$ cat src/rtl/bcs_pkg.sv
// Shared types and helpers for the burst column address sequencer.
// Assumes an 8-bit column (256-column page) unless the user overrides COL_W.
package bcs_pkg;

    // Decoded burst length: full page flag and log2 of fixed length.
    typedef struct packed {
        logic       full;
        logic [2:0] lg;
    } len_dec_t;

    // Map the 3-bit length code: 0..3 -> 1,2,4,8; 7 -> full page; 4..6 -> 1.
    function automatic len_dec_t decode_len(input logic [2:0] code);
        len_dec_t d;
        d.full = (code == 3'd7);
        d.lg   = (code <= 3'd3) ? code : 3'd0;
        return d;
    endfunction

endpackage

$ cat src/rtl/bcs_addr_gen.sv
// Combinational column address generator.
// Produces the column for running count cnt from the captured start column.
// Assumes cnt never exceeds the length mask for fixed bursts; the full page
// case uses an all-ones mask, so plain addition wraps over the whole page.
module bcs_addr_gen #(
    parameter int COL_W = 8
) (
    input  logic [COL_W-1:0] base,
    input  logic [COL_W-1:0] cnt,
    input  logic [COL_W-1:0] mask,
    input  logic             xor_order,
    output logic [COL_W-1:0] addr
);
    logic [COL_W-1:0] lo_lin;
    logic [COL_W-1:0] lo_xor;

    // Form the in-block offset for both orderings and pick one.
    always_comb begin
        lo_lin = (base + cnt) & mask;
        lo_xor = (base ^ cnt) & mask;
        addr   = (base & ~mask) | (xor_order ? lo_xor : lo_lin);
    end

endmodule

$ cat src/rtl/bcs_lat_pipe.sv
// Read-latency delay line: shifts the read address-valid flag by a
// selectable number of enabled cycles (1..MAX_LAT). Freezes when en is low.
// Assumes sel is already normalised to the range 1..MAX_LAT.
module bcs_lat_pipe #(
    parameter int MAX_LAT = 3,
    localparam int SW = $clog2(MAX_LAT + 1)
) (
    input  logic          clk,
    input  logic          rst_n,
    input  logic          en,
    input  logic          din,
    input  logic [SW-1:0] sel,
    output logic          dout
);
    logic [MAX_LAT-1:0] stage;

    // One register per latency step, built by generate.
    for (genvar k = 0; k < MAX_LAT; k++) begin : g_stage
        if (k == 0) begin : g_first
            // First stage samples the incoming flag.
            always_ff @(posedge clk) begin
                if (!rst_n)  stage[0] <= 1'b0;
                else if (en) stage[0] <= din;
            end
        end else begin : g_rest
            // Later stages follow the previous one.
            always_ff @(posedge clk) begin
                if (!rst_n)  stage[k] <= 1'b0;
                else if (en) stage[k] <= stage[k-1];
            end
        end
    end

    // Tap selection by latency.
    always_comb begin
        dout = 1'b0;
        for (int j = 0; j < MAX_LAT; j++)
            if (int'(sel) == j + 1) dout = stage[j];
    end

endmodule

$ cat src/rtl/burst_col_seq.sv
// Burst column address sequencer top.
// Captures burst settings on start, steps a column counter on each enabled
// clock, ends fixed bursts on length or stop, and delays the read valid flag
// by the captured latency. Assumes start/stop are single-cycle strobes and
// that col_addr is only meaningful while col_valid is high.
module burst_col_seq #(
    parameter int COL_W   = 8,
    parameter int MAX_LAT = 3,
    localparam int LW     = $clog2(MAX_LAT + 1)
) (
    input  logic             clk,
    input  logic             rst_n,
    input  logic             clk_en,
    input  logic             start,
    input  logic             start_is_read,
    input  logic [COL_W-1:0] start_col,
    input  logic [2:0]       len_code,
    input  logic             seq_interleave,
    input  logic [LW-1:0]    cas_lat,
    input  logic             stop,
    output logic [COL_W-1:0] col_addr,
    output logic             col_valid,
    output logic             rd_data_valid,
    output logic             burst_done
);
    import bcs_pkg::*;

    logic             active_q;
    logic             done_q;
    logic [COL_W-1:0] base_q;
    logic [COL_W-1:0] cnt_q;
    len_dec_t         len_q;
    logic             xor_q;
    logic             rd_q;
    logic [LW-1:0]    lat_q;
    logic [COL_W-1:0] mask;
    logic             start_fire;
    logic             last_col;

    assign start_fire = start && clk_en;

    // Length mask: all ones for full page, else (1 << lg) - 1.
    always_comb begin
        if (len_q.full) mask = '1;
        else            mask = COL_W'((1 << len_q.lg) - 1);
        last_col = !len_q.full && (cnt_q == mask);
    end

    // Burst control: capture on start, step, end on length or stop.
    always_ff @(posedge clk) begin
        if (!rst_n) begin
            active_q <= 1'b0;
            done_q   <= 1'b0;
            base_q   <= '0;
            cnt_q    <= '0;
            len_q    <= '0;
            xor_q    <= 1'b0;
            rd_q     <= 1'b0;
            lat_q    <= LW'(1);
        end else if (clk_en) begin
            done_q <= 1'b0;
            if (start) begin
                active_q <= 1'b1;
                base_q   <= start_col;
                cnt_q    <= '0;
                len_q    <= decode_len(len_code);
                xor_q    <= seq_interleave;
                rd_q     <= start_is_read;
                lat_q    <= (cas_lat == '0) ? LW'(1) : cas_lat;
            end else if (active_q) begin
                if (stop || last_col) begin
                    active_q <= 1'b0;
                    done_q   <= 1'b1;
                end else begin
                    cnt_q <= cnt_q + 1'b1;
                end
            end
        end
    end

    bcs_addr_gen #(.COL_W(COL_W)) u_addr (
        .base      (base_q),
        .cnt       (cnt_q),
        .mask      (mask),
        .xor_order (xor_q && !len_q.full),
        .addr      (col_addr)
    );

    bcs_lat_pipe #(.MAX_LAT(MAX_LAT)) u_lat (
        .clk   (clk),
        .rst_n (rst_n),
        .en    (clk_en),
        .din   (active_q && rd_q),
        .sel   (lat_q),
        .dout  (rd_data_valid)
    );

    assign col_valid  = active_q;
    assign burst_done = done_q;

    AST_SUSPEND_HOLDS: assert property (@(posedge clk) disable iff (!rst_n)
        !clk_en |=> ($stable(col_addr) && $stable(col_valid) && $stable(burst_done)));

    AST_STOP_ENDS: assert property (@(posedge clk) disable iff (!rst_n)
        (clk_en && stop && !start && col_valid) |=> (!col_valid && burst_done));

    AST_STAYS_IN_BLOCK: assert property (@(posedge clk) disable iff (!rst_n)
        (col_valid && !len_q.full) |-> (((col_addr ^ base_q) & ~mask) == '0));

    AST_DONE_ONE_CYCLE: assert property (@(posedge clk) disable iff (!rst_n)
        (clk_en && burst_done) |=> !burst_done);

    AST_LAT_ONE: assert property (@(posedge clk) disable iff (!rst_n)
        (clk_en && !start_fire && lat_q == LW'(1)) |=> (rd_data_valid == $past(col_valid && rd_q)));

endmodule

$ cat config.mk
export PLATFORM = sky130hd
export DESIGN_NAME = burst_col_seq
export DESIGN_NICKNAME = d
export VERILOG_FILES = /design/src/rtl/bcs_pkg.sv /design/src/rtl/bcs_addr_gen.sv /design/src/rtl/bcs_lat_pipe.sv /design/src/rtl/burst_col_seq.sv
export SDC_FILE = /design/constraint.sdc
export NUM_CORES = 1
export LEC_CHECK = 0
export CAP_MARGIN = 20
export CORE_UTILIZATION = 45
export DETAILED_ROUTE_END_ITERATION = 6
export DONT_BUFFER_PORTS = 1
export HOLD_SLACK_MARGIN = 0.06
export SETUP_SLACK_MARGIN = 0.02
export SLEW_MARGIN = 0
export SYNTH_ARGS = -nofsm -noshare
export SYNTH_HDL_FRONTEND = slang
export SYNTH_SLANG_ARGS = --single-unit
$ cat constraint.sdc
create_clock -name clk -period 4.65 [get_ports clk]
set_clock_uncertainty 0.15 [all_clocks]
set_input_delay 0.93 -clock clk [delete_from_list [all_inputs] [get_ports clk]]
set_output_delay 0.93 -clock clk [all_outputs]
set_load 0.02 [all_outputs]
==> impl_metrics.py <==
metrics = {
    "floorplanning": {
        "design.core.area_sq_um": 4380,
        "boundaryPins": 31,
        "die_area_sq_um": 4840,
        "floorplan.initialDensity": 0.469,
        "die_height_um": 69.6,
        "die_width_um": 69.6,
        "row_count": 24,
    },
    "layout": {
        "antenna-diode-count": 0,
        "finish.instance_area_sq_um": 2150,
        "area.growth.synth_to_final_pct": 4.81,
        "numnets_final": 288,
        "layout-drive-gt1-share": 0.0846,
        "finish.cell_count_without_fillers": 312,
    },
    "logic_synthesis": {
        "netlist.top_cell.by_area": "dfxtp_1",
        "synth.yosys.seq_area_share": 0.283,
        "synthDistinctLibCells": 56,
        "synth-seq-cells": 29,
        "post-synth-top-area-fraction": 0.283,
        "asyncSetResetFlopFracSynth": 0,
        "count_leader_synth": "nand2_1",
        "synth_top_cells_by_count": "49 x nand2_1, 29 x dfxtp_1, 15 x a21boi_0",
        "ys.warnings.count": 0,
        "netlist_top_cells_area": "dfxtp_1 28%, nand2_1 9.0%, a21boi_0 5.5%, ha_1 4.9%, a21oi_1 3.4%",
        "avgSynthCellArea_sq_um": 7.64,
        "syn-instance-count": 269,
        "syn-cell-area_sq_um": 2050,
        "postSynthNetCount": 298,
        "number_of_synthesized_flops_with_an_enable_pin": 0,
        "dominantRegCellSynth": "dfxtp_1",
    },
    "placement": {
        "place.port_buffers": 0,
        "gpl.final_weighted_congestion": 0.860,
        "dp.cells": 304,
        "dp_hpwl_um": 3310,
        "post_place_cell_area_sq_um": 2030,
    },
    "route": {
        "avgRoutedWirePerCell_um": 14.5,
        "vias_after_detailed_routing": 1798,
        "drt_pre_antenna_iters": 4,
        "detailed_route_drc_error_count": 0,
        "wirelength_um": 4520,
        "post_drt_via_cell_ratio": 5.76,
        "drtIter0Drc": 109,
        "drt.antenna.violating_nets": 0,
    },
    "power_and_ir_drop": {
        "netSwitchingFraction": 0.232,
        "power_per_cell_area_nw_per_um2": 270,
        "power.static_leakage_nw": 0.760,
        "clkPwrFrac": 0.471,
        "p_switching_mw": 0.135,
        "p_int_mw": 0.447,
        "power.share.combinational": 0.076,
        "power.sequential.fraction": 0.453,
        "power.ir.vdd_worst_uv": 167,
    },
    "timing": {
        "worstMarginPinSlew_ps": 730,
        "timing.hold.ws_ps": 323,
        "hold_violations": 0,
        "setup_repair_after_global_routing_missed_its_margin": "no",
        "timing.max_slew.rel_slack": 0.512,
        "layout_worst_path_cycle_share": 0.821,
        "report.final.slew_viol_count": 0,
        "max_freq_ghz": 0.262,
        "setup_viol_count_final": 0,
        "setup_tns_ps": 0,
        "finalWorstPathRequiredPeriod_ps": 3820,
    },
    "worst_setup_path": {
        "regToRegStartpoint": "len_q[2]$_SDFFE_PN0P_",
        "cpMaxStageDelayCell": "o32ai_1",
        "critical_path_peak_fanout": 7,
        "required_ps": 3570,
        "crit_chain": "ha_1 -> a21o_1 -> a21oi_1 -> o22ai_1 -> o41ai_1 -> xor2_1 -> o32ai_1",
        "regToRegEndpoint": "cnt_q[0]$_SDFFE_PN0P_",
        "worst_setup_ep_type": "output pin",
        "worst-setup-path-type": "reg2out",
        "timing.reg2reg.setup_slack_ps": 2020,
        "r2r.worst_path.cells": 7,
        "cpPeakStageDelay_ps": 630,
        "cp_data_arrival_time_ps": 2740,
        "critical_path.startpoint_type": "flip-flop",
    },
    "job": {
        "max_cap_violations": 0,
    },
    "clock_network": {
        "numCtsBuffers": 5,
        "cts_hold_repair.buffers": 0,
        "cts_resized": 0,
        "worst_setup_hold_path_clk_slew_ps": 70,
        "cts.htree.levels": 2,
        "cts-root-buf": "clkbuf_8",
        "cts.path.max_buffers": 2,
        "worstSkewPairLatency_ps": 290,
        "post_cts_buffers": 0,
        "clock_sinks": 29,
        "cts_tree": "done",
    },
    "global_route": {
        "number_of_antenna_violations_at_the_first_check_in_global_routing": 0,
        "pin_count_of_the_biggest_net_entering_global_routing": 25,
        "globalRouteOverflowTotal": 0,
        "grt.busiest_layer": "met2",
        "gr_util_met2": 0.302,
        "grt_use_met3": 0.0552,
        "grt_util_all_layers": 0.202,
        "globalRouteMet1Util": 0.282,
        "first_global_vias": 1635,
        "first_pass_grt_wire_length_um": 7780,
    },
    "min_path": {
        "whs_endpoint": "lat_q[1]$_SDFFE_PN0P_",
        "worstHoldPathCells": 2,
        "holdCritStartpoint": "lat_q[1]$_SDFFE_PN0P_",
        "worstHoldPathType": "reg2reg",
    },
    "status": {
        "status": "complete, no violations",
    },
}
[power by group through the flow]
stage / Sequential, mW / Combinational (mW) / Clock, mW
after floorplan: 0.264 / 0.0454 / 0
after global placement: 0.269 / 0.0443 / 0
after global routing: 0.265 / 0.0501 / 0.290
after CTS: 0.264 / 0.0447 / 0.282
after detailed placement: 0.269 / 0.0446 / 0
final: 0.264 / 0.0440 / 0.274
[routing by layer]
metal | up-vias | wire length (um)
li1 | 941 | -
met1 | 816 | 2310
met2 | 34 | 1970
met5 | - | 0
met3 | 7 | 180
met4 | 0 | 59
[cells in the final DEF, fill, tap and decap left out, types with 4 or more instances in the layout]
cell type / instances
o31ai_1: 4
nand4_1: 5
o21ai_0: 12
nand2b_1: 4
nor2_1: 12
nand3_1: 7
or4_1: 4
clkbuf_8: 6
a21boi_0: 15
a21oi_1: 14
nor3_1: 6
and3_1: 4
ha_1: 8
or3_1: 4
inv_1: 10
dfxtp_1: 29
nor2b_1: 7
nand2_1: 49
a31oi_1: 5
nand3b_1: 5
[kinds of logic after synthesis]
group                    after synthesis  share of synthesized area
AO/OA/AOI/OAI                         74                      0.253
XOR/XNOR                               4                     0.0171
adder cells (fa/ha/maj)                9                     0.0585
buffers and inverters                 29                     0.0676
flip-flops                            29                      0.283
multiplexers                           5                     0.0256
AND/OR/NAND/NOR                      119                      0.295
[state kept, by name, summed over array words and instances (netlist names)]
| name | count |
|---|---|
| base_q | 8 |
| cnt_q | 8 |
| len_q | 4 |
| u_lat.stage | 3 |
| lat_q | 2 |
| burst_done | 1 |
| col_valid | 1 |
| rd_q | 1 |
| xor_q | 1 |
[worst max path at each step]
stage	start	to	slack, ps
after global routing	cnt_q[0]$_SDFFE_PN0P_	col_addr[6]	610
after CTS	cnt_q[1]$_SDFFE_PN0P_	col_addr[7]	850
after detailed placement	cnt_q[1]$_SDFFE_PN0P_	col_addr[7]	1180
after floorplan	cnt_q[1]$_SDFFE_PN0P_	col_addr[7]	1410
after global placement	cnt_q[1]$_SDFFE_PN0P_	col_addr[7]	1220
final	cnt_q[1]$_SDFFE_PN0P_	col_addr[7]	830
[per-stage QoR]
step	power (mW)	worst slack (ps)	util
2_1_floorplan	0.310	1410	-
3_3_place_gp	0.313	1220	0.464
3_5_place_dp	0.314	1180	0.464
4_1_cts	0.590	846	0.491
5_1_grt	0.605	614	0.491
6_report	0.582	831	0.491
[critical path: cells and delay by family (launching register included)]
kind	cells	cell delay [ps]
compound gates	5	1590
flops	1	460
xor+xnor	1	120
fa+ha+maj	1	290
[cell type report]
cell class                 count  area, sq um
fill                         444         2230
multi-input combinational    211         1340
sequential                    29          581
clock buffer                   6         82.6
tap                           52         65.1
clock inverter                 2         37.5
inverter                      10         37.5
timing repair buffer           2         15.0
Power figures use the tool's default switching activity.
